--- config.mk ---
export PLATFORM = sky130hd
export DESIGN_NAME = irqLatchTop
export DESIGN_NICKNAME = d
export VERILOG_FILES = /design/src/rtl/irqLatchPkg.sv /design/src/rtl/irqLatchDatapath.sv /design/src/rtl/irqLatchControl.sv /design/src/rtl/irqLatchTop.sv
export SDC_FILE = /design/constraint.sdc
export NUM_CORES = 1
export LEC_CHECK = 0
export BUFFER_PORTS_ARGS = -buffer_cell sky130_fd_sc_hd__buf_2
export CORE_ASPECT_RATIO = 0.6
export CORE_MARGIN = 2
export CORE_UTILIZATION = 41
export DETAILED_ROUTE_END_ITERATION = 8
export GPL_ROUTABILITY_DRIVEN = 1
export SLEW_MARGIN = 20
export SYNTH_ARGS = -nofsm -noshare
export SYNTH_HDL_FRONTEND = slang
export SYNTH_HIERARCHICAL = 1
export SYNTH_SLANG_ARGS = --single-unit
--- constraint.sdc ---
create_clock -name clk -period 2 [get_ports clk]
set_clock_uncertainty 0.1 [all_clocks]
set_input_delay 0.2 -clock clk [delete_from_list [all_inputs] [get_ports clk]]
set_output_delay 0.2 -clock clk [all_outputs]
set_load 0.05 [all_outputs]
--- src/rtl/irqLatchPkg.sv ---
package irqLatchPkg;

  typedef enum logic [1:0] {
    ADDR_ENABLE = 2'd0,
    ADDR_STATUS = 2'd1
  } regAddr_e;

  typedef struct packed {
    logic enableWr;
    logic readEnable;
    logic readStatus;
  } ctlStrobe_t;

endpackage

--- src/rtl/irqLatchDatapath.sv ---
module irqLatchDatapath
  import irqLatchPkg::*;
#(
  parameter int NUM_SRC     = 6,
  parameter int SYNC_STAGES = 2
) (
  input  logic               clk,
  input  logic               rst,
  input  ctlStrobe_t         strobe,
  input  logic [NUM_SRC-1:0] wrBits,
  input  logic [NUM_SRC-1:0] srcIn,
  output logic [NUM_SRC-1:0] enableReg,
  output logic [NUM_SRC-1:0] statusReg
);

  localparam int LAST = SYNC_STAGES - 1;

  logic [NUM_SRC-1:0] syncStage [SYNC_STAGES];
  logic [NUM_SRC-1:0] prevLevel;
  logic [NUM_SRC-1:0] riseDet;
  logic [NUM_SRC-1:0] enableNext;
  logic [NUM_SRC-1:0] statusNext;

  // synchroniser chain
  always_ff @(posedge clk) begin
    if (rst) syncStage[0] <= '0;
    else     syncStage[0] <= srcIn;
  end

  generate
    for (genvar k = 1; k < SYNC_STAGES; k++) begin : gSync
      always_ff @(posedge clk) begin
        if (rst) syncStage[k] <= '0;
        else     syncStage[k] <= syncStage[k-1];
      end
    end
  endgenerate

  always_ff @(posedge clk) begin
    if (rst) prevLevel <= '0;
    else     prevLevel <= syncStage[LAST];
  end

  assign riseDet    = syncStage[LAST] & ~prevLevel;
  assign enableNext = strobe.enableWr ? wrBits : enableReg;

  // an edge latches only if already enabled; a dropped enable clears
  assign statusNext = (statusReg | (riseDet & enableReg)) & enableNext;

  always_ff @(posedge clk) begin
    if (rst) begin
      enableReg <= '0;
      statusReg <= '0;
    end else begin
      enableReg <= enableNext;
      statusReg <= statusNext;
    end
  end

  // a status bit never rises unless its enable was set
  a_r5_no_set_when_disabled: assert property (@(posedge clk) disable iff (rst)
    1'b1 |=> ((statusReg & ~$past(statusReg) & ~$past(enableReg)) == '0));

  // a set bit only falls when its enable is now clear
  a_r4_bit_holds_while_enabled: assert property (@(posedge clk) disable iff (rst)
    1'b1 |=> ((~statusReg & $past(statusReg) & enableReg) == '0));

  // write clearing enables empties those status bits on the same edge
  a_r6_clear_on_disable: assert property (@(posedge clk) disable iff (rst)
    strobe.enableWr |=> ((statusReg & ~$past(wrBits)) == '0));

endmodule

--- src/rtl/irqLatchControl.sv ---
module irqLatchControl
  import irqLatchPkg::*;
#(
  parameter int NUM_SRC = 6,
  parameter int DATA_W  = 8,
  parameter int ADDR_W  = 2
) (
  input  logic               clk,
  input  logic               rst,
  input  logic               busSel,
  input  logic               busWrite,
  input  logic [ADDR_W-1:0]  busAddr,
  input  logic [NUM_SRC-1:0] enableReg,
  input  logic [NUM_SRC-1:0] statusReg,
  output ctlStrobe_t         strobe,
  output logic [DATA_W-1:0]  busRdata,
  output logic               irqOut
);

  localparam int PAD_W = DATA_W - NUM_SRC;

  logic statusAny;
  logic statusWasAny;

  always_comb begin
    strobe            = '0;
    strobe.enableWr   = busSel && busWrite  && (busAddr == ADDR_ENABLE);
    strobe.readEnable = busSel && !busWrite && (busAddr == ADDR_ENABLE);
    strobe.readStatus = busSel && !busWrite && (busAddr == ADDR_STATUS);
  end

  always_comb begin
    busRdata = '0;
    if (strobe.readEnable)      busRdata = {{PAD_W{1'b0}}, enableReg};
    else if (strobe.readStatus) busRdata = {{PAD_W{1'b0}}, statusReg};
  end

  assign statusAny = |statusReg;

  always_ff @(posedge clk) begin
    if (rst) statusWasAny <= 1'b0;
    else     statusWasAny <= statusAny;
  end

  assign irqOut = statusAny && !statusWasAny;

  // pulse lasts a single cycle
  a_r7_single_cycle_pulse: assert property (@(posedge clk) disable iff (rst)
    irqOut |=> !irqOut);

  // no pulse while the register was already non-zero
  a_r8_no_repeat_irq: assert property (@(posedge clk) disable iff (rst)
    $past(statusReg != '0) |-> !irqOut);

  // a zero-to-non-zero change of the status register always pulses
  a_r7_pulse_on_first_set: assert property (@(posedge clk) disable iff (rst)
    ((statusReg != '0) && $past(statusReg == '0)) |-> irqOut);

  // upper read bits are zero
  a_r9_upper_read_zero: assert property (@(posedge clk) disable iff (rst)
    busRdata[DATA_W-1:NUM_SRC] == '0);

endmodule

--- src/rtl/irqLatchTop.sv ---
module irqLatchTop
  import irqLatchPkg::*;
#(
  parameter int NUM_SRC     = 6,
  parameter int DATA_W      = 8,
  parameter int ADDR_W      = 2,
  parameter int SYNC_STAGES = 2
) (
  input  logic               clk,
  input  logic               rst,
  input  logic               busSel,
  input  logic               busWrite,
  input  logic [ADDR_W-1:0]  busAddr,
  input  logic [DATA_W-1:0]  busWdata,
  output logic [DATA_W-1:0]  busRdata,
  input  logic [NUM_SRC-1:0] srcIn,
  output logic               irqOut
);

  ctlStrobe_t         strobe;
  logic [NUM_SRC-1:0] enableReg;
  logic [NUM_SRC-1:0] statusReg;

  irqLatchControl #(
    .NUM_SRC(NUM_SRC), .DATA_W(DATA_W), .ADDR_W(ADDR_W)
  ) uCtl (
    .clk(clk), .rst(rst),
    .busSel(busSel), .busWrite(busWrite), .busAddr(busAddr),
    .enableReg(enableReg), .statusReg(statusReg),
    .strobe(strobe), .busRdata(busRdata), .irqOut(irqOut)
  );

  irqLatchDatapath #(
    .NUM_SRC(NUM_SRC), .SYNC_STAGES(SYNC_STAGES)
  ) uDp (
    .clk(clk), .rst(rst),
    .strobe(strobe), .wrBits(busWdata[NUM_SRC-1:0]),
    .srcIn(srcIn),
    .enableReg(enableReg), .statusReg(statusReg)
  );

endmodule

== After elaboration in Yosys (flattened, before gate mapping) ==
Memories as Yosys holds them, arrays and structs flattened.
Index checks and enable logic that the tools add are counted.
Storage, ports and cells
  flip-flop bits (word level): 19
  memory bits (writable): 12
  input bits: 20
  logic and storage cells: 31
  memories kept: 1
Operators by class
  equality and inequality tests: 1
  muxes and demuxes: 8
  bitwise logic cells: 7
  reduce and logical (&&, ||, !) cells: 10
Memory list
  uDp.syncStage: depth 2, width 6, read ports 2, clocked after Yosys merged registers in 0, write ports 2, RTL line irqLatchDatapath.sv:18  | logic [NUM_SRC-1:0] syncStage [SYNC_STAGES];
Operator list (count)
  6-bit 2-to-1 mux: 4
  6-bit AND: 3
  8-bit 2-to-1 mux: 1
  1-bit logical AND: 6
  6-bit inverter: 1
  6-bit bitwise OR: 1
  6-bit OR reduction: 1
  1-bit 2-to-1 mux: 3
  2-bit by 1-bit equality test with 1-bit output, second input constant: 1
  1-bit zero test: 2
  2-bit zero test: 1
  1-bit bitwise OR: 2

== Logic depth before layout (Yosys ltp) ==
Gate-level depths: netlist of the first run.
  depth in word-level cells: 5
  mapped depth: 5

== Cells and area by module ==
Netlist of the first run, hierarchy kept.
By module, submodules not included
  irqLatchDatapath: instances 1, cells each 82, area each 933.4 µm², sequential area each 600.6 µm²
  irqLatchControl: instances 1, cells each 27, area each 187.7 µm², sequential area each 20.0 µm²

== Worst setup path after synthesis of the first run ==
No wires, ideal clock.
  path kind: in2out
  start: input busWrite
  end: output busRdata[0]
  data arrival time: 1378 ps
  data required time: 1700 ps
  setup slack: 322 ps
  cell stages on the path: 3
  cells stage by stage: or3b_1 -> buf_6 -> nor2_1
Between the ends
  longest elaborated chain between the ends: 5
RTL lines
  start, declared: RTL line irqLatchTop.sv:12  | input logic busWrite,
  1-bit zero test (*): RTL line irqLatchControl.sv:28, irqLatchControl.sv:29
  1-bit logical AND (*): RTL line irqLatchControl.sv:28, irqLatchControl.sv:29
  1-bit logical AND: RTL line irqLatchControl.sv:29  | strobe.readStatus = busSel && !busWrite && (busAddr == ADDR_STATUS);
  6-bit 2-to-1 mux: RTL line irqLatchControl.sv:35  | else if (strobe.readStatus) busRdata = {{PAD_W{1'b0}}, statusReg};
  8-bit 2-to-1 mux (*): RTL line irqLatchControl.sv:34  | if (strobe.readEnable) busRdata = {{PAD_W{1'b0}}, enableReg};
  end, declared: RTL line irqLatchTop.sv:15  | output logic [DATA_W-1:0] busRdata,
Every way passes the cells marked *; elsewhere a longest branch is shown, timed or not.

== Worst setup path in the final report of the first run ==
  start: register uDp.statusReg[3]
  end: output irqOut
Between the ends
  longest elaborated chain between the ends: 2
RTL lines
  start, declared: RTL line irqLatchDatapath.sv:13  | output logic [NUM_SRC-1:0] statusReg
  start signal, assigned: RTL line irqLatchDatapath.sv:56  | statusReg <= statusNext;
  6-bit OR reduction: RTL line irqLatchControl.sv:38  | assign statusAny = |statusReg;
  1-bit logical AND: RTL line irqLatchControl.sv:45  | assign irqOut = statusAny && !statusWasAny;
  end, declared: RTL line irqLatchTop.sv:17  | output logic irqOut
No other way between the ends.

==> results.toml, run 1 <==
[cts]
insertion_delay_ps = 270
cts_max_level = 2
path_clk_slew_ps = 60
cts_setup_buffers = 0
cts_max_path_buffers = 2
hold_buffers = 0
numCtsBuffers = 5
clock_sinks = 31
post_cts_resized = 0
cts_tree = "done"
root_buffer = "clkbuf_8"

[finish]
stdcell_area_sq_um = 1300
area_growth_syn_to_layout_pct = 17.1
fin_cells = 162
n_antenna_cell = 0
drive_above_1_share = 0.231
nets = 151
fin_util = 0.512
nFillCells = 239

[sta]
fmax_ghz = 0.621
max_slew.worst_pin.slew_ps = 508
period_minus_slack_ps = 1610
max_slew_margin = 0.661
setup_viol = 0
final_hold_viol_count = 0
worst_slack_ps = 391
maxSlewViolCount = 0
rsz0062_at_grt = "no"
post-route-period-util = 0.805
fin_setup_tns_ps = 0

[run_status]
status = "complete, no violations"

[min_path]
hp-start = "srcIn[0]"
hold_class = "in2reg"

[setup_path]
cp-end-kind = "primary output"
critPathTopFamily = "simple AND/OR/NAND/NOR gates"
max_stage_delay_ps = 360
cp.arrival_ps = 1310
cpMaxStageDelayCell = "nor4_1"
path_cells = "nor4_1 > a21oi_1 > buf_2"
r2r-start = "uDp/statusReg[3]"
critPathBufInv = 1
critPathLaunch = "uDp/statusReg[3]"
worstPathRequired_ps = 1700
critical_path.startpoint_type = "register"
worstSetupPathType = "reg2out"
critical_path.max_fanout = 3

[global_routing]
grt_max_degree = 32
overflow = 0
grt_pass1_vias = 704
grt_first_pass_wirelength_microns = 3020
grt_use_total = 0.133
antenna_found_initial = 0

[placement]
io_buffers = 24
place_area_sq_um = 1230
hpwl_microns = 1250
place_ws_ps = 486
gp_congestion = 0.669
dp_cells = 156

[power_and_ir_drop]
cellLeakagePower_nw = 0.529
p_per_area_nw_per_um2 = 868
irDropWorstVdd_uv = 379

[synth]
syn_area_per_cell_sq_um = 10.5
synth_warnings = 6
syn_area_sq_um = 1110
synthCells = 106

[floorplanning]
core-area_sq_um = 2540
dieWidth_microns = 71.2
dieArea_sq_um = 3150
start_util = 0.437
io_pins = 29
rows = 14
die_h_microns = 44.3

[route]
routed_wl_microns = 1800
drt-initial-drc-count = 27
viasPerCell = 4.56
ant_nets = 0
drc = 0
vias = 739
drt_pass1_iterations = 4
routedWlPerCell_microns = 11.1

[run]
maxCapViolCount = 0
per-layer routing:
metal | routed length [microns] | up-vias | track usage
li1 | - | 387 | -
met1 | 870 | 329 | 0.158
met2 | 798 | 20 | 0.196
met3 | 103 | 3 | 0.0569
met4 | 23 | 0 | 0.0906
met5 | 0 | - | 0
stage by stage:
| step | hold WS [ps] | power [mW] |
|---|---|---|
| CTS | 28.4 | 1.15 |
| finish | 33.5 | 1.13 |
| global placement | 308 | 0.716 |
| floorplan | 169 | 0.700 |
| detailed placement | 312 | 0.718 |
| global route | 48.5 | 1.18 |
layout make-up:
class	count	area (sq um)	area share
inverter	6	22.5	0.0173
tap	32	40.0	0.0308
multi-input combinational	62	417	0.321
timing repair buffer	25	128	0.0982
clock buffer	6	72.6	0.0558
sequential	31	621	0.477
state kept, by name, summed over array words and instances (netlist names):
signal and count:
uDp/syncStage 12, uDp/statusReg 6, uDp/enableReg 6, uDp/prevLevel 6, uCtl/statusWasAny 1
path summary, 6_finish.rpt:
kind | cells after the start | slack (ps) | to
max | 3 | 390 | irqOut
min | 2 | 30 | uDp/syncStage[0][0]
max reg2reg | 2 | 960 | uCtl/statusWasAny
min reg2reg | 1 | 330 | uDp/syncStage[1][2]
power breakdown:
| part | switching (mW) | internal, mW | leakage (nW) |
|---|---|---|---|
| registers | 0.00566 | 0.635 | 0.253 |
| logic | 0.0342 | 0.0286 | 0.239 |
| clock network | 0.194 | 0.231 | 0.0371 |
layout by cell type (no fill, tap or decap), drive strengths merged:
cell type	instances
conb	2
nor2b	16
clkbuf	6
dfxtp	31
a21oi	2
and2b	2
nor4bb	1
or3b	1
a211oi	6
mux2i	12
nor2	13
buf	25
nand3b	6
inv	6
nor4	1
Note: power is estimated with default switching activity, not from simulation.
==> run 2: changes to the inputs <==
--- a/config.mk
+++ b/config.mk
@@ -11,6 +11,7 @@
 export CORE_UTILIZATION = 41
 export DETAILED_ROUTE_END_ITERATION = 8
 export GPL_ROUTABILITY_DRIVEN = 1
+export PLACE_DENSITY = 0.67
 export SLEW_MARGIN = 20
 export SYNTH_ARGS = -nofsm -noshare
 export SYNTH_HDL_FRONTEND = slang
==> constraint.sdc (replaced) <==
create_clock -name clk -period 1.37 [get_ports clk]
set_clock_uncertainty 0.1 [all_clocks]
set_input_delay 0.137 -clock clk [delete_from_list [all_inputs] [get_ports clk]]
set_output_delay 0.137 -clock clk [all_outputs]
set_load 0.05 [all_outputs]
==> results.toml, run 2 (same netlist as run 1, synthesis figures left out) <==
[setup_path]
crit_path_end = "irqOut"
critPathLaunch = "uDp/statusReg[0]"
r2r-start = "uDp/statusReg[0]"
crit_cells = 4
cpMaxStageDelayCell = "dfxtp_2"
critical_path.max_fanout = 2
reg2reg_to = "uCtl/statusWasAny"
cp-end-kind = "primary output"
reg2regPathDepth = 3
cp.arrival_ps = 1250
critical_path.startpoint_type = "register"
path_cells = "nor4_4 > buf_4 > a21oi_4 > buf_6"
rrSetupSlack_ps = 330
worstSetupPathType = "reg2out"
critPathTopFamily = "flip-flops"
worstPathRequired_ps = 1130
critPathBufInv = 2
max_stage_delay_ps = 340

[route]
drc = 0
vias = 809
viasPerCell = 4.62
routed_wl_microns = 2010
drt_pass1_iterations = 4
drt-initial-drc-count = 12
ant_nets = 0
routedWlPerCell_microns = 11.5

[placement]
place_area_sq_um = 1270
dp_cells = 159
hpwl_microns = 1390
gp_congestion = 0.679
io_buffers = 24
place_ws_ps = -37.0

[global_routing]
grt_max_degree = 20
antenna_found_initial = 0
overflow = 0
grt_first_pass_wirelength_microns = 3390
grt_pass1_vias = 807
grt_use_met3 = 0.0661
gr-max-usage-layer = "met2"
grt_use_total = 0.148
grt.met1_usage = 0.170
grtUsageMet2 = 0.237

[finish]
largest_reg_flops = 12
n_antenna_cell = 0
final_cell_mix = "dfxtp_1, buf_2, nor2b_1"
area_growth_syn_to_layout_pct = 33.7
drive_above_1_share = 0.315
max_flop_register = "uDp/syncStage"
layout_commonest_cell = "dfxtp_1"
fin_util = 0.584
nets = 162
fin_cells = 175
stdcell_area_sq_um = 1480

[run]
maxCapViolCount = 0

[floorplanning]
core-area_sq_um = 2540
start_util = 0.437
rows = 14
dieArea_sq_um = 3150
io_pins = 29
dieWidth_microns = 71.2
die_h_microns = 44.3

[power_and_ir_drop]
irDropWorstVdd_uv = 626
cellLeakagePower_nw = 0.606
p_per_area_nw_per_um2 = 1160
p_total_mw = 1.72

[sta]
maxSlewViolCount = 0
rsz0062_at_grt = "yes"
fin_setup_tns_ps = -172
fmax_ghz = 0.674
setup_viol = 2
hold_slack_ps = 23.3
post-route-period-util = 1.08
period_minus_slack_ps = 1480
worst_slack_ps = -114
final_hold_viol_count = 0

[min_path]
hold_depth = 3
hold_class = "in2reg"

[cts]
cts_max_path_buffers = 2
cts_max_level = 2
numCtsBuffers = 5
cts_tree = "done"
clock_sinks = 31
path_clk_slew_ps = 70
root_buffer = "clkbuf_8"
insertion_delay_ps = 280

[run_status]
violations = "setup timing"
status = "finished with violations"
## run 2: repair_timing
item	4_1_cts	5_1_grt
hold endpoints to repair	6	0
resized for setup	11	7
gates cloned	0	0
pin swaps	2	1
hold buffers	6	0
setup buffers	1	1
setup endpoints to repair	7	6
## run 2: worst min-delay path by stage
stage | from | endpoint | slack [ps]
2_1_floorplan | rst | uCtl/statusWasAny | 110
3_3_place_gp | srcIn[5] | uDp/syncStage[0][5] | 250
3_5_place_dp | srcIn[2] | uDp/syncStage[0][2] | 250
4_1_cts | busWdata[5] | uDp/enableReg[5] | 20
5_1_grt | busWdata[0] | uDp/enableReg[0] | 30
6_report | busWdata[4] | uDp/enableReg[4] | 20
## run 2: power by group
part,internal [mW],switching (mW)
logic,0.0617,0.0552
clock network,0.346,0.322
registers,0.926,0.00878
## run 2: final cells by class
| class | instances | area, sq um |
|---|---|---|
| Inverter | 6 | 22.5 |
| Fill cell | 230 | 1060 |
| Sequential cell | 31 | 626 |
| Clock buffer | 5 | 68.8 |
| Tap cell | 32 | 40.0 |
| Multi-Input combinational cell | 62 | 445 |
| Clock inverter | 3 | 15.0 |
| Timing Repair Buffer | 36 | 267 |
## run 2: worst min-delay path, cell delays in order
cell,delay (ps)
buf_2,70
mux2i_1,80
nor2_1,80
## run 2: routing by layer
layer / wire (microns) / up-vias
li1: - / 412
met1: 964 / 367
met2: 885 / 27
met3: 142 / 3
met4: 19 / 0
met5: 0 / -
